===== config.mk =====
export PLATFORM = sky130hd
export DESIGN_NAME = dual_host_irqc
export DESIGN_NICKNAME = d
export VERILOG_FILES = /design/src/rtl/irqc_pkg.sv /design/src/rtl/irqc_edge_detect.sv /design/src/rtl/irqc_host_bank.sv /design/src/rtl/dual_host_irqc.sv
export SDC_FILE = /design/constraint.sdc
export NUM_CORES = 1
export LEC_CHECK = 0
export BUFFER_PORTS_ARGS = -buffer_cell sky130_fd_sc_hd__buf_2
export CORE_MARGIN = 2
export CORE_UTILIZATION = 58
export DETAILED_ROUTE_END_ITERATION = 10
export GPL_TIMING_DRIVEN = 0
export PLACE_DENSITY = 0.73
export SYNTH_ARGS = -nofsm -noshare
export SYNTH_HDL_FRONTEND = slang
export SYNTH_HIERARCHICAL = 1
export SYNTH_SLANG_ARGS = --single-unit

===== constraint.sdc =====
create_clock -name clk -period 4.4 [get_ports clk]
set_input_delay 0.44 -clock clk [delete_from_list [all_inputs] [get_ports clk]]
set_output_delay 0.44 -clock clk [all_outputs]
set_load 0.02 [all_outputs]

===== src/rtl/irqc_pkg.sv =====
package irqc_pkg;
  localparam int ADDR_W = 5;
  localparam logic [ADDR_W-1:0] ADR_CTRL      = 5'h00;
  localparam logic [ADDR_W-1:0] ADR_TEST      = 5'h04;
  localparam logic [ADDR_W-1:0] ADR_EDGE      = 5'h08;
  localparam logic [ADDR_W-1:0] ADR_STAT_BASE = 5'h10;
  localparam logic [ADDR_W-1:0] ADR_MASK_BASE = 5'h14;
  localparam int LINE_STRIDE = 8;
  localparam int NUM_LINES = 2;

  function automatic int bytes_for(input int bits);
    return (bits + 7) / 8;
  endfunction

  // sel[1] selects rising, sel[0] selects falling
  function automatic logic edge_fire(input logic cur, input logic prev,
                                     input logic [1:0] sel);
    return (sel[1] & cur & ~prev) | (sel[0] & ~cur & prev);
  endfunction

  // returns {status_next, pending_next}; a new event always survives a clear
  function automatic logic [1:0] next_state(input logic st, input logic pend,
                                            input logic evt, input logic clr);
    if (st && clr)  return {pend | evt, pend & evt};
    else if (st)    return {1'b1, pend | evt};
    else            return {evt, 1'b0};
  endfunction
endpackage


===== src/rtl/irqc_edge_detect.sv =====
module irqc_edge_detect #(
  parameter int N = 24
) (
  input  logic           clk,
  input  logic           rst_n,
  input  logic [N-1:0]   src,
  input  logic [2*N-1:0] cfg,
  output logic [N-1:0]   evt
);
  logic [N-1:0] meta_q, sync_q, prev_q;

  for (genvar i = 0; i < N; i++) begin : g_src
    always_ff @(posedge clk or negedge rst_n) begin
      if (!rst_n) begin
        meta_q[i] <= 1'b0;
        sync_q[i] <= 1'b0;
        prev_q[i] <= 1'b0;
      end else begin
        meta_q[i] <= src[i];
        sync_q[i] <= meta_q[i];
        prev_q[i] <= sync_q[i];
      end
    end
    assign evt[i] = irqc_pkg::edge_fire(sync_q[i], prev_q[i], cfg[2*i +: 2]);
  end

  assert_no_event_without_change_R2: assert property (@(posedge clk) disable iff (!rst_n)
    (sync_q == prev_q) |-> (evt == '0));
  assert_disabled_sources_quiet_R3: assert property (@(posedge clk) disable iff (!rst_n)
    (cfg == '0) |-> (evt == '0));
endmodule


===== src/rtl/irqc_host_bank.sv =====
module irqc_host_bank #(
  parameter int N  = 24,
  parameter int NB = 3
) (
  input  logic          clk,
  input  logic          rst_n,
  input  logic [N-1:0]  evt,
  input  logic [N-1:0]  clr,
  input  logic [NB-1:0] mask_we,
  input  logic [7:0]    wdata,
  output logic [N-1:0]  status,
  output logic [N-1:0]  pending,
  output logic [N-1:0]  mask,
  output logic          irq_n
);
  logic [N-1:0] st_q, pend_q, mask_q;

  for (genvar i = 0; i < N; i++) begin : g_bit
    logic [1:0] nxt;
    assign nxt = irqc_pkg::next_state(st_q[i], pend_q[i], evt[i], clr[i]);
    always_ff @(posedge clk or negedge rst_n) begin
      if (!rst_n) begin
        st_q[i]   <= 1'b0;
        pend_q[i] <= 1'b0;
        mask_q[i] <= 1'b1;
      end else begin
        st_q[i]   <= nxt[1];
        pend_q[i] <= nxt[0];
        if (mask_we[i/8]) mask_q[i] <= wdata[i%8];
      end
    end
  end

  assign status  = st_q;
  assign pending = pend_q;
  assign mask    = mask_q;
  assign irq_n   = ~|(st_q & ~mask_q);

  assert_reset_masks_all_R1: assert property (@(posedge clk) disable iff (!rst_n)
    !$past(rst_n) |-> (mask == '1 && irq_n));
  assert_pending_implies_status_R9: assert property (@(posedge clk) disable iff (!rst_n)
    ((pend_q & ~st_q) == '0));
  assert_event_wins_R10: assert property (@(posedge clk) disable iff (!rst_n)
    1'b1 |=> ((st_q & $past(evt)) == $past(evt)));
  assert_buffered_reasserts_R9: assert property (@(posedge clk) disable iff (!rst_n)
    1'b1 |=> ((st_q & $past(clr & pend_q)) == $past(clr & pend_q)));
  assert_clear_empties_R7: assert property (@(posedge clk) disable iff (!rst_n)
    1'b1 |=> ((st_q & $past(clr & ~pend_q & ~evt)) == '0));
endmodule


===== src/rtl/dual_host_irqc.sv =====
module dual_host_irqc #(
  parameter int NUM_SRC = 24
) (
  input  logic               clk,
  input  logic               rst_n,
  input  logic [NUM_SRC-1:0] src_in,
  input  logic [4:0]         bus_addr,
  input  logic [7:0]         bus_wdata,
  input  logic               bus_we,
  input  logic               bus_re,
  output logic [7:0]         bus_rdata,
  output logic [1:0]         host_irq_n
);
  import irqc_pkg::*;

  localparam int NB = bytes_for(NUM_SRC);
  localparam int EB = bytes_for(2 * NUM_SRC);
  localparam int SB = NB * 8;
  localparam int EW = EB * 8;

  logic              ctrl_cor;
  logic [EW-1:0]     cfg_q;
  logic [NUM_SRC-1:0] evt_src, test_set, evt_all;
  logic [NUM_SRC-1:0] st_v   [NUM_LINES];
  logic [NUM_SRC-1:0] pend_v [NUM_LINES];
  logic [NUM_SRC-1:0] mask_v [NUM_LINES];
  logic [NUM_SRC-1:0] clr_v  [NUM_LINES];
  logic [NB-1:0]      stat_hit [NUM_LINES];
  logic [NB-1:0]      mask_we  [NUM_LINES];
  logic [7:0]         rd_mux;

  // configuration registers
  always_ff @(posedge clk or negedge rst_n) begin
    if (!rst_n) begin
      ctrl_cor <= 1'b0;
      cfg_q    <= '0;
    end else if (bus_we) begin
      if (bus_addr == ADR_CTRL) ctrl_cor <= bus_wdata[0];
      for (int b = 0; b < EB; b++)
        if (bus_addr == 5'(ADR_EDGE + b)) cfg_q[8*b +: 8] <= bus_wdata;
    end
  end

  irqc_edge_detect #(.N(NUM_SRC)) u_edge (
    .clk (clk),
    .rst_n (rst_n),
    .src (src_in),
    .cfg (cfg_q[2*NUM_SRC-1:0]),
    .evt (evt_src)
  );

  for (genvar i = 0; i < NUM_SRC; i++) begin : g_test
    assign test_set[i] = bus_we && (bus_addr == 5'(ADR_TEST + i/8)) && bus_wdata[i%8];
  end
  assign evt_all = evt_src | test_set;

  for (genvar l = 0; l < NUM_LINES; l++) begin : g_line
    for (genvar b = 0; b < NB; b++) begin : g_byte
      assign stat_hit[l][b] = (bus_addr == 5'(ADR_STAT_BASE + LINE_STRIDE*l + b));
      assign mask_we[l][b]  = bus_we && (bus_addr == 5'(ADR_MASK_BASE + LINE_STRIDE*l + b));
    end
    for (genvar i = 0; i < NUM_SRC; i++) begin : g_clr
      assign clr_v[l][i] = stat_hit[l][i/8] &&
        ((bus_we && !ctrl_cor && bus_wdata[i%8]) || (bus_re && ctrl_cor && st_v[l][i]));
    end
    irqc_host_bank #(.N(NUM_SRC), .NB(NB)) u_bank (
      .clk     (clk),
      .rst_n   (rst_n),
      .evt     (evt_all),
      .clr     (clr_v[l]),
      .mask_we (mask_we[l]),
      .wdata   (bus_wdata),
      .status  (st_v[l]),
      .pending (pend_v[l]),
      .mask    (mask_v[l]),
      .irq_n   (host_irq_n[l])
    );
  end

  // read path
  always_comb begin
    logic [SB-1:0] st_pad, mk_pad;
    rd_mux = '0;
    if (bus_addr == ADR_CTRL) rd_mux = {7'b0, ctrl_cor};
    for (int b = 0; b < EB; b++)
      if (bus_addr == 5'(ADR_EDGE + b)) rd_mux = cfg_q[8*b +: 8];
    for (int l = 0; l < NUM_LINES; l++) begin
      st_pad = SB'(st_v[l]);
      mk_pad = ~SB'(~mask_v[l]);
      for (int b = 0; b < NB; b++) begin
        if (bus_addr == 5'(ADR_STAT_BASE + LINE_STRIDE*l + b)) rd_mux = st_pad[8*b +: 8];
        if (bus_addr == 5'(ADR_MASK_BASE + LINE_STRIDE*l + b)) rd_mux = mk_pad[8*b +: 8];
      end
    end
  end

  always_ff @(posedge clk or negedge rst_n) begin
    if (!rst_n) bus_rdata <= '0;
    else if (bus_re) bus_rdata <= rd_mux;
  end

  assert_test_sets_both_lines_R11: assert property (@(posedge clk) disable iff (!rst_n)
    1'b1 |=> ((st_v[0] & st_v[1] & $past(test_set)) == $past(test_set)));
  assert_cor_read_clears_R8: assert property (@(posedge clk) disable iff (!rst_n)
    (bus_re && ctrl_cor && bus_addr == ADR_STAT_BASE) |=>
      ((st_v[0][7:0] & $past(st_v[0][7:0] & ~pend_v[0][7:0] & ~evt_all[7:0])) == '0));
  assert_write_ignored_in_cor_R8: assert property (@(posedge clk) disable iff (!rst_n)
    (bus_we && ctrl_cor) |=> ((st_v[0] & $past(st_v[0])) == $past(st_v[0])));
endmodule


==> out/metrics.cfg <==
[timing]
setup_ws_ps = 1610
slew_violations = 0
finalSetupViolCount = 0
fin_skew_ps = 23.1
worst_pin_slew_ps = 1020
clock.fmax_mhz = 358
hold_viol = 0
layout_min_cycle_time_ps = 2790
fin_crit_sh = 0.634
relSlewSlack = 0.316
grt_setup_unrepaired = no

[finish]
layout_commonest_cell = dfrtp_1
fillers = 1707
final_nets = 1401
diodes = 0
drive_above_1_share = 0.212
final_cell_mix = 225 x dfrtp_1, 134 x a21oi_1, 127 x nand2_1
area_growth_pct = 14.0

[routing]
via_per_inst = 6.37
drt-initial-drc-count = 1162
routed_wl_um = 42800
remaining_drc_errors = 0
ant_nets = 0
wire_per_inst_um = 25.8
vias = 10600
drt_pass1_iterations = 5

[setup_path]
rr_endpoint = g_line[0].u_bank/status[5]$_DFF_PN0_
reg2reg_depth = 7
reg2reg_slack_ps = 1610
path_max_fanout = 10
critPathArrivalTime_ps = 3230
worstSetupStartpointType = flip-flop
worstSetupPathType = reg -> reg
required_ps = 4840
reg2reg_from = ctrl_cor$_DFFE_PN0P_
endpoint_kind = flip-flop

[die]
coreArea_um2 = 21800
rows = 54
die_w_um = 153
initial_core_util = 0.592
io_pins = 51
die_h_um = 153
dieArea_um2 = 23500

[clock_network]
insertion_delay_ps = 560
cts_setup_buffers = 0
clk_pin_slew_worst_paths_ps = 70
cts_htree_levels = 1
clockRootBuffer = clkbuf_16
cts_tree = done
clock-sinks = 273
cts_made_buffers = 29
clk_path_buf_depth = 3
post_cts_resized = 0

[logic_synthesis]
synthDistinctLibCells = 59
ys.flop_type = dfrtp_1
syn_nets = 1297
synth_edf_count = 0
synth_warnings = 6
netlist_instances = 1256
avgSynthCellArea_um2 = 10.3
async_flop_share = 1.00
netlist_area_um2 = 12900
yosysSeqAreaShare = 0.534
ys_ff_latch = 273

[hold_path]
min_from = src_in[22]
holdPathStages = 1
min_path_type = in -> reg
worstHoldEndpoint = u_edge/meta_q[22]$_DFF_PN0_

[grt]
grt_max_degree = 127
overflow = 0
grt_pass1_wl_um = 64000
grt_pass1_vias = 10300
grt_antenna_before_repair = 0
grt_usage = 0.366

[outcome]
status = complete, no violations

[placement]
finalWeightedCongestion = 1.05
post-place-ws_ps = 1620
post-dp-hpwl_um = 30600
port_buffers = 50

[power]
powerDensity_nw_per_um2 = 479
p_leak_nw = 6.45
max-vdd-ir-drop_uv = 375
report.power.total_mw = 7.05

[run]
cap_violations = 0

==> how the worst max path moves through the flow <==
| stage | startpoint | end | slack, ps | cells after the start |
|---|---|---|---|---|
| 3_5_place_dp | bus_we | g_line[1].u_bank/pending[3]$_DFF_PN0_ | 1620 | 8 |
| 6_report | ctrl_cor$_DFFE_PN0P_ | g_line[0].u_bank/status[5]$_DFF_PN0_ | 1610 | 7 |
| 4_1_cts | g_line[0].u_bank/status[19]$_DFF_PN0_ | host_irq_n[0] | 1720 | 5 |
| 2_1_floorplan | bus_addr[2] | g_line[1].u_bank/pending[16]$_DFF_PN0_ | 2390 | 9 |
| 5_1_grt | ctrl_cor$_DFFE_PN0P_ | g_line[0].u_bank/pending[8]$_DFF_PN0_ | 1590 | 8 |
| 3_3_place_gp | rst_n | g_line[1].u_bank/pending[19]$_DFF_PN0_ | -1970 | 1 |
==> routing by layer <==
metal  track usage  up-vias  routed length, um  part of all wire
met2         0.543      592              18600              0.43
met3        0.0938      118               4520              0.11
met4         0.148        0               2000             0.047
li1              -     4660                  -                 -
met5             0        -                  0                 0
met1         0.518     5209              17700              0.41
==> through the flow <==
step | std cells | cell area [um2] | util | hold WS [ps] | setup TNS, ps
2_1_floorplan | 1256 | 12900 | - | 144 | 0
3_3_place_gp | 1586 | 13500 | 0.619 | 332 | -451690
3_5_place_dp | 1588 | 13600 | 0.622 | 315 | 0
4_1_cts | 1661 | 14700 | 0.674 | 1.57 | 0
5_1_grt | 1662 | 14700 | 0.674 | 7.44 | 0
6_report | 1662 | 14700 | 0.674 | 12.6 | 0
==> worst max-delay path, stage by stage (launching register included) <==
cell and delay, ps:
dfrtp_1 430, and2_1 180, clkbuf_1 670, clkbuf_1 710, nand2_1 110, a21oi_1 250
nand2b_1 110, a21o_2 210
==> kinds of logic (layout without fill, tap and decap cells) <==
group,count (synthesis),after routing,share of synthesized area
DFF,273,273,0.534
muxes,104,104,0.0987
buffers and inverters,113,239,0.0378
AOI/OAI and AO/OA,368,368,0.178
and+or+nand+nor,398,398,0.152
==> power by group <==
part / switching, mW / internal (mW) / leakage (nW)
combinational: 0.694 / 0.592 / 3.00
clock: 1.00 / 1.37 / 0.455
sequential: 0.366 / 3.03 / 2.99
total: 2.06 / 4.99 / 6.45
==> flip-flops by register name (all words and copies together), names as in the netlist <==
| signal | flops |
|---|---|
| u_edge/meta_q | 24 |
| bus_rdata | 8 |
| u_edge/prev_q | 24 |
| ctrl_cor | 1 |
| g_line.u_bank/pending | 48 |
| g_line.u_bank/mask | 48 |
| u_edge/sync_q | 24 |
| cfg_q | 48 |
| g_line.u_bank/status | 48 |
==> layout make-up <==
| cell class | instances | area [um2] | share of cell area |
|---|---|---|---|
| inverter | 64 | 240 | 0.0163 |
| multi-input combinational | 870 | 5530 | 0.376 |
| timing repair buffer | 73 | 526 | 0.0357 |
| clock inverter | 6 | 43.8 | 0.00298 |
| buffer | 49 | 248 | 0.0168 |
| sequential | 273 | 6890 | 0.468 |
| clock buffer | 47 | 883 | 0.0600 |
| tap | 280 | 350 | 0.0238 |
==> cell usage after synthesis, types with 8 or more instances <==
master | count | area, um2
a21o_1 | 71 | 533
a21oi_1 | 134 | 671
buf_2 | 21 | 105
clkbuf_1 | 18 | 67.6
dfrtp_1 | 225 | 5630
dfstp_2 | 48 | 1260
inv_1 | 57 | 214
mux2_2 | 85 | 957
mux2_4 | 8 | 120
nand2_1 | 127 | 477
nand2b_1 | 49 | 307
nand3_1 | 19 | 95.1
nor2_1 | 87 | 327
nor2b_1 | 51 | 319
nor3_1 | 16 | 80.1
nor4_1 | 8 | 50.1
o21ai_0 | 43 | 215
o22ai_1 | 56 | 350
==> repair_timing <==
action | 4_1_cts | 5_1_grt
hold buffers | 20 | 1
hold endpoints to repair | 47 | 1
setup endpoints to repair | 0 | 0
(Power assumes the default switching activity.)
